File: src/rtl/mov_exec_unit.sv
module mov_exec_unit #(
  parameter int DATA_W  = 32,
  parameter int PC_W    = 5,
  parameter int INSTR_W = 16,
  parameter int DLY_W   = 5
) (
  input  logic               clk,
  input  logic               rst_n,
  input  logic               mv_valid,
  input  logic [2:0]         src_sel,
  input  logic [2:0]         dst_sel,
  input  logic [1:0]         op_sel,
  input  logic [DLY_W-1:0]   delay_in,
  input  logic               status_cond,
  input  logic [DATA_W-1:0]  pins_in,
  input  logic [DATA_W-1:0]  x_in,
  input  logic [DATA_W-1:0]  y_in,
  input  logic [DATA_W-1:0]  isr_in,
  input  logic [DATA_W-1:0]  osr_in,
  output logic [DATA_W-1:0]  wr_data,
  output logic               pins_we,
  output logic               x_we,
  output logic               y_we,
  output logic               isr_we,
  output logic               osr_we,
  output logic               pc_load,
  output logic [PC_W-1:0]    pc_value,
  output logic [DLY_W-1:0]   delay_out,
  output logic               exec_req,
  output logic [INSTR_W-1:0] exec_instr,
  output logic               illegal_src
);

  logic [DATA_W-1:0] operand, mirrored;
  logic              to_exec;

  always_comb begin
    case (src_sel)
      3'b000:  operand = pins_in;
      3'b001:  operand = x_in;
      3'b010:  operand = y_in;
      3'b101:  operand = {DATA_W{status_cond}};
      3'b110:  operand = isr_in;
      3'b111:  operand = osr_in;
      default: operand = '0;
    endcase
  end

  for (genvar i = 0; i < DATA_W; i++) begin : g_mirror
    assign mirrored[i] = operand[DATA_W-1-i];
  end

  always_comb begin
    case (op_sel)
      2'b01:   wr_data = ~operand;
      2'b10:   wr_data = mirrored;
      default: wr_data = operand;
    endcase
  end

  assign pins_we   = mv_valid && dst_sel == 3'b000;
  assign x_we      = mv_valid && dst_sel == 3'b001;
  assign y_we      = mv_valid && dst_sel == 3'b010;
  assign to_exec   = mv_valid && dst_sel == 3'b011;
  assign pc_load   = mv_valid && dst_sel == 3'b100;
  assign isr_we    = mv_valid && dst_sel == 3'b101;
  assign osr_we    = mv_valid && dst_sel == 3'b110;
  assign pc_value  = wr_data[PC_W-1:0];
  assign delay_out = (mv_valid && !to_exec) ? delay_in : '0;

  always_ff @(posedge clk or negedge rst_n) begin
    if (!rst_n) begin
      exec_req    <= 1'b0;
      exec_instr  <= '0;
      illegal_src <= 1'b0;
    end else begin
      exec_req <= to_exec;
      if (to_exec) exec_instr <= wr_data[INSTR_W-1:0];
      if (mv_valid && src_sel == 3'b100) illegal_src <= 1'b1;
    end
  end

endmodule

File: config.mk
export PLATFORM = sky130hd
export DESIGN_NAME = mov_exec_unit
export DESIGN_NICKNAME = d
export VERILOG_FILES = /design/src/rtl/mov_exec_unit.sv
export SDC_FILE = /design/constraint.sdc
export NUM_CORES = 1
export LEC_CHECK = 0
export BUFFER_PORTS_ARGS = -buffer_cell sky130_fd_sc_hd__clkbuf_2
export CAP_MARGIN = 10
export CORE_MARGIN = 10
export CORE_UTILIZATION = 36
export DETAILED_ROUTE_END_ITERATION = 6
export GPL_ROUTABILITY_DRIVEN = 0
export PLACE_DENSITY_LB_ADDON = 0.3
export SKIP_LAST_GASP = 1
export SLEW_MARGIN = 5
export SYNTH_ARGS = -nofsm -noshare
export SYNTH_HDL_FRONTEND = slang
export SYNTH_SLANG_ARGS = --single-unit
File: constraint.sdc
create_clock -name clk -period 1.75 [get_ports clk]
set_input_delay 0.175 -clock clk [delete_from_list [all_inputs] [get_ports clk]]
set_output_delay 0.175 -clock clk [all_outputs]
set_load 0.01 [all_outputs]
==> qor.yml <==
clock_network:
  cts_buffer_depth: 2
  cts_buffers: 3
  tritoncts: "yes"
  insertion_delay_ns: 0.26
  cts_max_level: 1
  clkTransAtPathRegs_ns: 0.07
  cts_sinks: 18
  root_buffer: "clkbuf_8"
timing:
  relSlewSlack_pct: 67.0
  skew_ns: 0
  hold_viol_final: 0
  slew_violations: 0
  setup_viol: 38
  period_minus_slack_ns: 2.05
  fmax_mhz: 488
  rsz0062_at_grt: "true"
  finalWorstSetupSlack_ns: -0.301
  post-route-period-util_pct: 117
  tightest_slew_ns: 0.494
routing:
  viasPerCell: 5.77
  drt_iter0_markers: 268
  wirelength_um: 17900
  vias: 4705
  drc: 0
  wl_per_cell_um: 22.0
  drtPass1Iterations: 5
  ant_nets: 0
critical_path:
  cp_common_cell: "clkbuf_16"
  crit_path_start_kind: "primary input"
  worstPathMaxFanout: 7
  slowest_delay_ns: 0.32
  crit_slowest_cell: "nor3b_4"
  cp_cell_sequence: "clkbuf_16 -> buf_12 -> clkbuf_16 -> nor3b_4 -> buf_6 -> a21oi_4 -> nand3_2 -> mux2i_2 -> nand2_1 -> buf_2"
  crit_path_end_kind: "output pin"
  required_ns: 1.57
  path_delay_family: "buffers and inverters"
  path_class: "in2out"
  cp.arrival_ns: 1.88
  crit_buf_inv: 5
power:
  power_frac_seq_pct: 19.5
  p_leak_nw: 2.94
  power_frac_comb_pct: 70.0
  internal_power_mw: 1.66
  p_per_area_mw_per_mm2: 486
  swShare_pct: 41.9
  switchingPower_mw: 1.20
  ir_worst_vdd_uv: 281
  clkPwrFrac_pct: 10.5
floorplanning:
  die-area_mm2: 0.0121
  ioPinCount: 243
  die_x_um: 110
  rows: 32
  die_h_um: 110
  initial_utilization_pct: 37.4
  coreArea_mm2: 0.00781
layout:
  final_core_util_pct: 75.3
  layout_common_cells: "221 x clkbuf_2, 96 x buf_4, 36 x nand2_1, 20 x nor2_1, 19 x a21oi_1"
  final_common_cell: "clkbuf_2"
  fin_nets: 894
  finalNonFillerCells: 816
  syn2layout_area_growth_pct: 101
  drive_gt1_share_pct: 70.1
grt:
  grt_pass1_wl_um: 25100
  grt_max_degree: 29
  grt_overflow: 0
  antenna_found_initial: 1
  grtUsageTotal_pct: 26.3
  grt_pass1_vias: 4947
synthesis:
  synth.ff_latch_count: 18
  synthesis.area_mm2: 0.00292
  yosys_warnings: 0
  syn-num-nets: 566
  yosys_most_used_dff: "dfrtp_1"
  avgSynthCellArea_um2: 7.55
  synth_cells: 387
  synth-edff-count: 0
  synth_cell_types: 56
  synth-async-reset-ratio_pct: 100
  seq_area_frac_synth_pct: 15.4
run_status:
  status: "finished, violations left"
  violations: "setup timing"
min_path:
  hold_path.class: "in2reg"
placed_design:
  hpwl_um: 13400
  preCtsSetupSlack_ns: -0.337
  io_buffer_count: 242
  dp_cells: 772
job:
  maxCapViolCount: 0
==> synthesized netlist by cell type (3+ instances only) <==
master	count	area (µm²)
nor2_1	24	90.1
a21oi_1	39	195
nand2_1	40	150
nand3_1	8	40.0
o2bb2ai_1	4	35.0
nor2b_1	5	31.3
a31oi_1	20	125
inv_1	6	22.5
and3_1	4	25.0
clkbuf_1	14	52.6
a221o_1	6	60.1
a221oi_1	22	193
buf_4	11	82.6
and2_1	11	68.8
buf_2	14	70.1
mux2i_1	20	200
dfrtp_1	18	450
mux2_2	17	191
nand2b_1	17	106
o21a_1	4	30.0
a22o_1	7	61.3
a22oi_1	14	105
o22a_1	3	26.3
a211oi_1	4	30.0
nor3_1	3	15.0
o21ai_0	14	70.1
==> per-layer routing <==
layer	vias to the layer above	wire length [µm]	global-route usage [%]
li1	2129	-	-
met2	330	9090	48.7
met3	63	1870	7.54
met1	2183	6110	26.4
met4	0	864	12.7
met5	-	0	0
==> through the flow <==
step / instance area (µm²) / setup TNS, ns / power (mW) / hold WS (ns)
after CTS: 5470 / -4.43 / 2.67 / 0.209
after global routing: 5880 / -8.06 / 3.02 / 0.212
after floorplan: 2920 / -0.00244 / 1.33 / -0.121
after global placement: 4700 / -10.01 / 2.08 / 0.147
final: 5880 / -5.76 / 2.85 / 0.219
after detailed placement: 4700 / -11.50 / 2.12 / 0.163
==> cell families (layout without fill, tap and decap cells) <==
| logic type | after synthesis | in the layout | share of synthesized area, % |
|---|---|---|---|
| AO/OA/AOI/OAI | 149 | 149 | 35.8 |
| adder cells (fa/ha/maj) | 2 | 2 | 0.857 |
| buffers and inverters | 49 | 375 | 9.38 |
| flip-flops | 18 | 18 | 15.4 |
| multiplexers | 40 | 40 | 15.5 |
| other | 0 | 1 | 0 |
| AND/OR/NAND/NOR | 129 | 129 | 23.1 |
==> power groups by stage <==
stage / Sequential [mW] / Combinational (mW) / Clock [mW]
CTS: 0.555 / 1.80 / 0.312
global route: 0.569 / 2.13 / 0.323
finish: 0.556 / 2.00 / 0.299
floorplan: 0.604 / 0.730 / 0
global placement: 0.559 / 1.52 / 0
detailed placement: 0.563 / 1.55 / 0
==> layout make-up <==
| class | instances | area (µm²) |
|---|---|---|
| Antenna cell | 1 | 2.50 |
| Sequential cell | 18 | 450 |
| Fill cell | 576 | 1930 |
| Tap cell | 102 | 128 |
| Clock buffer | 3 | 41.3 |
| Multi-Input combinational cell | 320 | 2810 |
| Timing Repair Buffer | 365 | 2420 |
| Inverter | 7 | 26.3 |
==> final timing paths <==
path	depth (start not counted)	startpoint	slack, ns	end
worst max-delay path	10	src_sel[1]	-0.30	wr_data[0]
worst min-delay path	2	mv_valid	0.22	illegal_src$_DFFE_PN0P_
worst max register to register	2	exec_instr[14]$_DFFE_PN0P_	0.92	exec_instr[14]$_DFFE_PN0P_
worst min register to register	1	illegal_src$_DFFE_PN0P_	0.49	illegal_src$_DFFE_PN0P_
max in group asynchronous	2	rst_n	1.00	exec_instr[11]$_DFFE_PN0P_
min in group asynchronous	2	rst_n	0.41	exec_instr[0]$_DFFE_PN0P_
==> state kept, by name (all words and copies together) (netlist names) <==
register / cells
illegal_src: 1
exec_req: 1
exec_instr: 16
==> timing repair <==
| item | in CTS | in global routing |
|---|---|---|
| hold buffers | 1 | 0 |
| endpoints found under the hold margin | 18 | 0 |
| setup buffers | 28 | 14 |
| gates resized for setup | 104 | 85 |
| cloned | 3 | 1 |
| pin swaps | 41 | 34 |
| endpoints found under the setup margin | 38 | 40 |
Power figures use the tool's default switching activity.
